File: src/rtl/doorbell_pkg.sv
package doorbell_pkg;
  localparam int unsigned REG_W  = 32;
  localparam int unsigned HALF_W = 16;

  typedef enum logic [1:0] {
    SEL_DATA = 2'd0,
    SEL_STAT = 2'd1,
    SEL_MASK = 2'd2,
    SEL_KILL = 2'd3
  } reg_sel_e;
endpackage

File: src/rtl/doorbell_regdec.sv
module doorbell_regdec
  import doorbell_pkg::*;
#(
  parameter int unsigned ADDR_W = 4
) (
  input  logic              wr_en_i,
  input  logic [ADDR_W-1:0] addr_i,
  output reg_sel_e          sel_o,
  output logic              wr_data_o,
  output logic              wr_stat_o,
  output logic              wr_mask_o,
  output logic              wr_kill_o
);
  logic unused_addr;
  assign unused_addr = ^addr_i[1:0];

  assign sel_o = reg_sel_e'(addr_i[3:2]);

  always_comb begin
    wr_data_o = 1'b0;
    wr_stat_o = 1'b0;
    wr_mask_o = 1'b0;
    wr_kill_o = 1'b0;
    if (wr_en_i) begin
      unique case (sel_o)
        SEL_DATA: wr_data_o = 1'b1;
        SEL_STAT: wr_stat_o = 1'b1;
        SEL_MASK: wr_mask_o = 1'b1;
        SEL_KILL: wr_kill_o = 1'b1;
        default:  ;
      endcase
    end
  end
endmodule

File: src/rtl/doorbell_chan.sv
// One channel slice of one side: send bit, send-empty and incoming-flag status.
module doorbell_chan (
  input  logic clk_i,
  input  logic rst_ni,
  input  logic ring_req_i,   // write 1 to send bit
  input  logic clr_txe_i,    // w1c send-empty
  input  logic clr_rxf_i,    // w1c incoming-flag
  input  logic kill_i,       // forced send clear
  input  logic peer_ring_i,  // peer rang this channel
  input  logic peer_ack_i,   // peer released our send
  output logic tx_o,
  output logic txe_o,
  output logic rxf_o,
  output logic ring_o,
  output logic ack_o
);
  logic tx_q, txe_q, rxf_q;

  // a busy channel ignores a second ring
  assign ring_o = ring_req_i & ~tx_q;
  // only a real clear of a set flag releases the sender
  assign ack_o  = clr_rxf_i & rxf_q;

  always_ff @(posedge clk_i or negedge rst_ni) begin
    if (!rst_ni) begin
      tx_q  <= 1'b0;
      txe_q <= 1'b0;
      rxf_q <= 1'b0;
    end else begin
      // set terms listed first: set wins over any clear
      tx_q  <= ring_o      | (tx_q  & ~peer_ack_i & ~kill_i);
      txe_q <= peer_ack_i  | (txe_q & ~clr_txe_i  & ~ring_o);
      rxf_q <= peer_ring_i | (rxf_q & ~clr_rxf_i);
    end
  end

  assign tx_o  = tx_q;
  assign txe_o = txe_q;
  assign rxf_o = rxf_q;
endmodule

File: src/rtl/doorbell_irq.sv
module doorbell_irq #(
  parameter int unsigned WIDTH = 32
) (
  input  logic             clk_i,
  input  logic             rst_ni,
  input  logic [WIDTH-1:0] stat_i,
  input  logic [WIDTH-1:0] mask_i,
  output logic             irq_o
);
  logic irq_q;

  always_ff @(posedge clk_i or negedge rst_ni) begin
    if (!rst_ni) irq_q <= 1'b0;
    else         irq_q <= |(stat_i & mask_i);
  end

  assign irq_o = irq_q;
endmodule

File: src/rtl/doorbell_side.sv
module doorbell_side
  import doorbell_pkg::*;
#(
  parameter int unsigned NUM_CH = 16,
  parameter int unsigned ADDR_W = 4
) (
  input  logic              clk_i,
  input  logic              rst_ni,
  input  logic              wr_en_i,
  input  logic [ADDR_W-1:0] addr_i,
  input  logic [REG_W-1:0]  wdata_i,
  output logic [REG_W-1:0]  rdata_o,
  output logic              irq_o,
  input  logic [NUM_CH-1:0] peer_tx_i,
  input  logic [NUM_CH-1:0] peer_ring_i,
  input  logic [NUM_CH-1:0] peer_ack_i,
  output logic [NUM_CH-1:0] tx_o,
  output logic [NUM_CH-1:0] ring_o,
  output logic [NUM_CH-1:0] ack_o,
  output logic [NUM_CH-1:0] kill_o,
  output logic [NUM_CH-1:0] txe_o,
  output logic [NUM_CH-1:0] rxf_o
);
  localparam int unsigned IRQ_W = 2 * NUM_CH;

  reg_sel_e          sel;
  logic              wr_data, wr_stat, wr_mask, wr_kill;
  logic [NUM_CH-1:0] tx, txe, rxf, mtx_q, mrx_q;
  logic [HALF_W-1:0] tx_h, ptx_h, txe_h, rxf_h, mtx_h, mrx_h;

  doorbell_regdec #(.ADDR_W(ADDR_W)) i_regdec (
    .wr_en_i   (wr_en_i),
    .addr_i    (addr_i),
    .sel_o     (sel),
    .wr_data_o (wr_data),
    .wr_stat_o (wr_stat),
    .wr_mask_o (wr_mask),
    .wr_kill_o (wr_kill)
  );

  for (genvar i = 0; i < NUM_CH; i++) begin : g_ch
    logic kill;
    assign kill = wr_kill & wdata_i[HALF_W+i];

    doorbell_chan i_chan (
      .clk_i       (clk_i),
      .rst_ni      (rst_ni),
      .ring_req_i  (wr_data & wdata_i[HALF_W+i]),
      .clr_txe_i   (wr_stat & wdata_i[HALF_W+i]),
      .clr_rxf_i   (wr_stat & wdata_i[i]),
      .kill_i      (kill),
      .peer_ring_i (peer_ring_i[i]),
      .peer_ack_i  (peer_ack_i[i]),
      .tx_o        (tx[i]),
      .txe_o       (txe[i]),
      .rxf_o       (rxf[i]),
      .ring_o      (ring_o[i]),
      .ack_o       (ack_o[i])
    );
    assign kill_o[i] = kill;
  end

  always_ff @(posedge clk_i or negedge rst_ni) begin
    if (!rst_ni) begin
      mtx_q <= '0;
      mrx_q <= '0;
    end else if (wr_mask) begin
      mtx_q <= wdata_i[HALF_W +: NUM_CH];
      mrx_q <= wdata_i[NUM_CH-1:0];
    end
  end

  // widen channel vectors to register halves
  for (genvar i = 0; i < HALF_W; i++) begin : g_pad
    if (i < NUM_CH) begin : g_used
      assign tx_h[i]  = tx[i];
      assign ptx_h[i] = peer_tx_i[i];
      assign txe_h[i] = txe[i];
      assign rxf_h[i] = rxf[i];
      assign mtx_h[i] = mtx_q[i];
      assign mrx_h[i] = mrx_q[i];
    end else begin : g_zero
      assign tx_h[i]  = 1'b0;
      assign ptx_h[i] = 1'b0;
      assign txe_h[i] = 1'b0;
      assign rxf_h[i] = 1'b0;
      assign mtx_h[i] = 1'b0;
      assign mrx_h[i] = 1'b0;
    end
  end

  always_comb begin
    unique case (sel)
      SEL_DATA: rdata_o = {tx_h, ptx_h};
      SEL_STAT: rdata_o = {txe_h, rxf_h};
      SEL_MASK: rdata_o = {mtx_h, mrx_h};
      default:  rdata_o = '0;
    endcase
  end

  doorbell_irq #(.WIDTH(IRQ_W)) i_irq (
    .clk_i  (clk_i),
    .rst_ni (rst_ni),
    .stat_i ({txe, rxf}),
    .mask_i ({mtx_q, mrx_q}),
    .irq_o  (irq_o)
  );

  assign tx_o  = tx;
  assign txe_o = txe;
  assign rxf_o = rxf;
endmodule

File: src/rtl/doorbell_pair.sv
module doorbell_pair
  import doorbell_pkg::*;
#(
  parameter int unsigned NUM_CH = 16,
  parameter int unsigned ADDR_W = 4
) (
  input  logic              clk_i,
  input  logic              rst_ni,
  input  logic              a_wr_en_i,
  input  logic [ADDR_W-1:0] a_addr_i,
  input  logic [REG_W-1:0]  a_wdata_i,
  output logic [REG_W-1:0]  a_rdata_o,
  output logic              a_irq_o,
  input  logic              b_wr_en_i,
  input  logic [ADDR_W-1:0] b_addr_i,
  input  logic [REG_W-1:0]  b_wdata_i,
  output logic [REG_W-1:0]  b_rdata_o,
  output logic              b_irq_o
);
  logic [NUM_CH-1:0] a_tx, a_ring, a_ack, a_kill, a_txe, a_rxf;
  logic [NUM_CH-1:0] b_tx, b_ring, b_ack, b_kill, b_txe, b_rxf;

  doorbell_side #(.NUM_CH(NUM_CH), .ADDR_W(ADDR_W)) i_side_a (
    .clk_i       (clk_i),
    .rst_ni      (rst_ni),
    .wr_en_i     (a_wr_en_i),
    .addr_i      (a_addr_i),
    .wdata_i     (a_wdata_i),
    .rdata_o     (a_rdata_o),
    .irq_o       (a_irq_o),
    .peer_tx_i   (b_tx),
    .peer_ring_i (b_ring),
    .peer_ack_i  (b_ack),
    .tx_o        (a_tx),
    .ring_o      (a_ring),
    .ack_o       (a_ack),
    .kill_o      (a_kill),
    .txe_o       (a_txe),
    .rxf_o       (a_rxf)
  );

  doorbell_side #(.NUM_CH(NUM_CH), .ADDR_W(ADDR_W)) i_side_b (
    .clk_i       (clk_i),
    .rst_ni      (rst_ni),
    .wr_en_i     (b_wr_en_i),
    .addr_i      (b_addr_i),
    .wdata_i     (b_wdata_i),
    .rdata_o     (b_rdata_o),
    .irq_o       (b_irq_o),
    .peer_tx_i   (a_tx),
    .peer_ring_i (a_ring),
    .peer_ack_i  (a_ack),
    .tx_o        (b_tx),
    .ring_o      (b_ring),
    .ack_o       (b_ack),
    .kill_o      (b_kill),
    .txe_o       (b_txe),
    .rxf_o       (b_rxf)
  );
endmodule

File: config.mk
export PLATFORM = sky130hd
export DESIGN_NAME = doorbell_pair
export DESIGN_NICKNAME = d
export VERILOG_FILES = /design/src/rtl/doorbell_pkg.sv /design/src/rtl/doorbell_regdec.sv /design/src/rtl/doorbell_chan.sv /design/src/rtl/doorbell_irq.sv /design/src/rtl/doorbell_side.sv /design/src/rtl/doorbell_pair.sv
export SDC_FILE = /design/constraint.sdc
export NUM_CORES = 1
export LEC_CHECK = 0
export BUFFER_PORTS_ARGS = -buffer_cell sky130_fd_sc_hd__clkbuf_2
export CAP_MARGIN = 20
export CELL_PAD_IN_SITES_DETAIL_PLACEMENT = 1
export CELL_PAD_IN_SITES_GLOBAL_PLACEMENT = 2
export CORE_MARGIN = 1
export CORE_UTILIZATION = 37
export DETAILED_ROUTE_END_ITERATION = 16
export PLACE_DENSITY = 0.91
export REMOVE_ABC_BUFFERS = 1
export SLEW_MARGIN = 20
export SYNTH_ARGS = -nofsm -noshare
export SYNTH_HDL_FRONTEND = slang
export SYNTH_SLANG_ARGS = --single-unit
export TNS_END_PERCENT = 20
File: constraint.sdc
create_clock -name clk_i -period 1.44 [get_ports clk_i]
set_input_delay 0.144 -clock clk_i [delete_from_list [all_inputs] [get_ports clk_i]]
set_output_delay 0.144 -clock clk_i [all_outputs]
set_load 0.005 [all_outputs]
==> results.toml <==
[synthesis]
synth_area_leader_cell = "dfrtp_1"
synth.area.mux_share_pct = 14.1
syn_inst = 782
synth-adder-area-share_pct = 0
synth_top_area_share_pct = 47.7
yosys.area_share.simple_pct = 14.2
yosysWarningCount = 0
synthXorXnorAreaFrac_pct = 0
ys_seq_elements = 162
syn_area_sq_mm = 0.00849
ys_top_cells_by_area = "dfrtp_1 (48%), mux2_2 (8.5%), mux2i_1 (5.7%)"
ys_seq_area_share_pct = 47.7
synth_compound_area_share_pct = 20.7
avgSynthCellArea_sq_um = 10.9
ys_types = 25
synth_top_family_by_area = "compound AO/OA/AOI/OAI gates"

[placed_design]
placed_cells = 1276
port_buffers = 137
dpl_worst_slack_ns = -0.167
gp_congestion = 0.821
dpl.hpwl_um = 21700

[detailed_routing]
drc = 0
antenna_left = 0
drtIter0Drc = 486
vias_per_cell = 5.94
post_drt_wl_per_cell_um = 24.3
first_pass_iters = 5
routed_wl_um = 33200
via_count = 8131

[die]
num_io_pins = 142
core-area_sq_mm = 0.0226
die_h_um = 154
num_rows = 55
chipWidth_um = 154
initial_core_util_pct = 37.6
design.die.area_sq_mm = 0.0236

[timing]
tightest_slew_ns = 0.498
final-setup-viol-count = 53
rsz0062_at_grt = "true"
worst_slack_ns = -0.162
relSlewSlack_pct = 66.8
max_freq_mhz = 624
clock_skew_ns = 0.00936
post-route-min-period_ns = 1.60
hold_viol_final = 0
fin_hold_ws_ns = 0.000409
fin_crit_sh_pct = 111
slew_viol_final = 0

[critical_path]
crit_arrival_ns = 1.46
cp.required_ns = 1.30
worstPathMaxFanout = 2
cp-start-kind = "flip-flop"
endpoint_kind = "output pin"
path_class = "flip-flop to output pin"

[clocking]
cts.sinks = 162
clkTransAtPathRegs_ns = 0.07
tritoncts = "yes"
clockBufferDepth = 2
cts_buffers = 17
clockRootBuffer = "clkbuf_16"
htree_levels = 4
clkLatencyLatePin_ns = 0.45

[finish]
syn_to_final_growth_pct = 38.0
final_cell_mix = "dfrtp_1 (157), buf_4 (136), clkbuf_2 (127), nand2_1 (97)"
nets = 1147
mostFrequentLayoutCell = "dfrtp_1"
stdcell_count = 1369
drive_gt1_share_pct = 41.6
insertedDiodeCount = 0

[run]
max_cap_viol_count = 0

[global_route]
grt.met1_usage_pct = 34.4
use_met2_pct = 50.1
grt_max_degree = 55
grt_busiest_layer = "met2"
grt_pass1_vias = 9061
grt_usage_pct = 29.0
grt_pass1_wl_um = 51900
antenna_found_initial = 0
overflow = 0
grt.met3_usage_pct = 5.05

[run_status]
status = "complete, but fails checks"
violations = "negative setup slack"

[power_and_ir_drop]
leakage_nw = 5.53
vdd_drop_max_v = 0.000990
power.density_mw_per_mm2 = 1430

[worst_hold_path]
hp-class = "input pin to flip-flop"
-- per-stage QoR --
| step | setup TNS, ns | power [mW] | util [%] | cell area, sq um |
|---|---|---|---|---|
| 2_1_floorplan | -67.38 | 8.47 | - | 8230 |
| 3_3_place_gp | -0.201 | 10.9 | 46.0 | 10400 |
| 3_5_place_dp | -1.37 | 11.1 | 46.0 | 10400 |
| 4_1_cts | -3.35 | 16.4 | 51.2 | 11600 |
| 5_1_grt | -5.78 | 17.5 | 51.9 | 11700 |
| 6_report | -3.01 | 16.8 | 51.9 | 11700 |
-- timing repair --
| action | 4_1_cts | 5_1_grt |
|---|---|---|
| pin swaps | 11 | 13 |
| hold buffers | 27 | 0 |
| hold endpoints to repair | 190 | 0 |
| buffers inserted | 27 | 12 |
| gates resized for setup | 79 | 50 |
| endpoints found under the setup margin | 57 | 65 |
-- critical path, stage by stage, from the launching register on --
cell,delay (ns)
dfrtp_1,0.40
buf_6,0.12
mux2i_1,0.11
o21ai_1,0.08
buf_4,0.18
buf_6,0.11
-- flip-flops by register name, summed over array words and instances, names as in the netlist, 16 cells and up --
signal and cells:
i_side_a.g_ch.i_chan.rxf_o 16, i_side_a.g_ch.i_chan.tx_o 16, i_side_a.g_ch.i_chan.txe_o 16, i_side_a.mrx_h 16
i_side_a.mtx_h 16, i_side_b.g_ch.i_chan.rxf_o 16, i_side_b.g_ch.i_chan.tx_o 16, i_side_b.g_ch.i_chan.txe_o 16
i_side_b.mrx_h 16, i_side_b.mtx_h 16
-- path summary, 6_finish.rpt --
check                      slack, ns                             end                           start  cells past startpoint
setup / recovery               -0.16                    b_rdata_o[3]    i_side_a.g_ch[3].i_chan.tx_o                      5
hold / removal                0.0004               i_side_a.mrx_h[5]                    a_wdata_i[5]                      2
setup reg to reg               -0.12            i_side_a.i_irq.irq_o               i_side_a.mtx_h[4]                      3
hold reg to reg                 0.54  i_side_b.g_ch[13].i_chan.txe_o  i_side_b.g_ch[13].i_chan.txe_o                      1
max in group asynchronous       0.62   i_side_b.g_ch[15].i_chan.tx_o                          rst_ni                      3
min in group asynchronous       0.17   i_side_b.g_ch[5].i_chan.txe_o                          rst_ni                      2
-- Yosys cell counts --
library cell	n
a21boi_0	16
a21o_1	64
a22oi_1	32
a32o_1	32
a32oi_1	32
and3_1	2
and3b_1	2
buf_2	28
buf_6	4
clkbuf_1	22
dfrtp_1	162
mux2_2	64
mux2i_1	48
nand2_1	97
nand2b_1	32
nand3_1	32
nand3b_1	1
nand4_1	8
nor2b_1	4
nor3b_1	12
nor3b_2	20
o21ai_0	60
o21ai_1	4
or3b_1	2
or4_1	2
-- power breakdown --
group | switching (mW) | leakage (nW) | internal [mW]
clock | 1.99 | 0.277 | 2.73
combinational | 2.48 | 3.27 | 2.92
sequential | 1.02 | 1.98 | 5.64
total | 5.49 | 5.53 | 11.3
-- layout make-up --
cell class | instances | area, sq um
Fill cell | 2464 | 10900
Clock buffer | 20 | 437
Multi-Input combinational cell | 566 | 4330
Clock inverter | 12 | 156
Tap cell | 285 | 357
Sequential cell | 162 | 4060
Timing Repair Buffer | 324 | 2390
-- per-layer routing --
metal	wire, um	up-vias
met4	1310	0
met1	13100	4218
met5	0	-
li1	-	3526
met3	1810	87
met2	17000	300
-- cell families after synthesis --
kind of cell	Yosys count
DFF	162
and+or+nand+nor	214
muxes	112
buffers and inverters	54
AOI/OAI and AO/OA	240
Power figures use the tool's default switching activity.
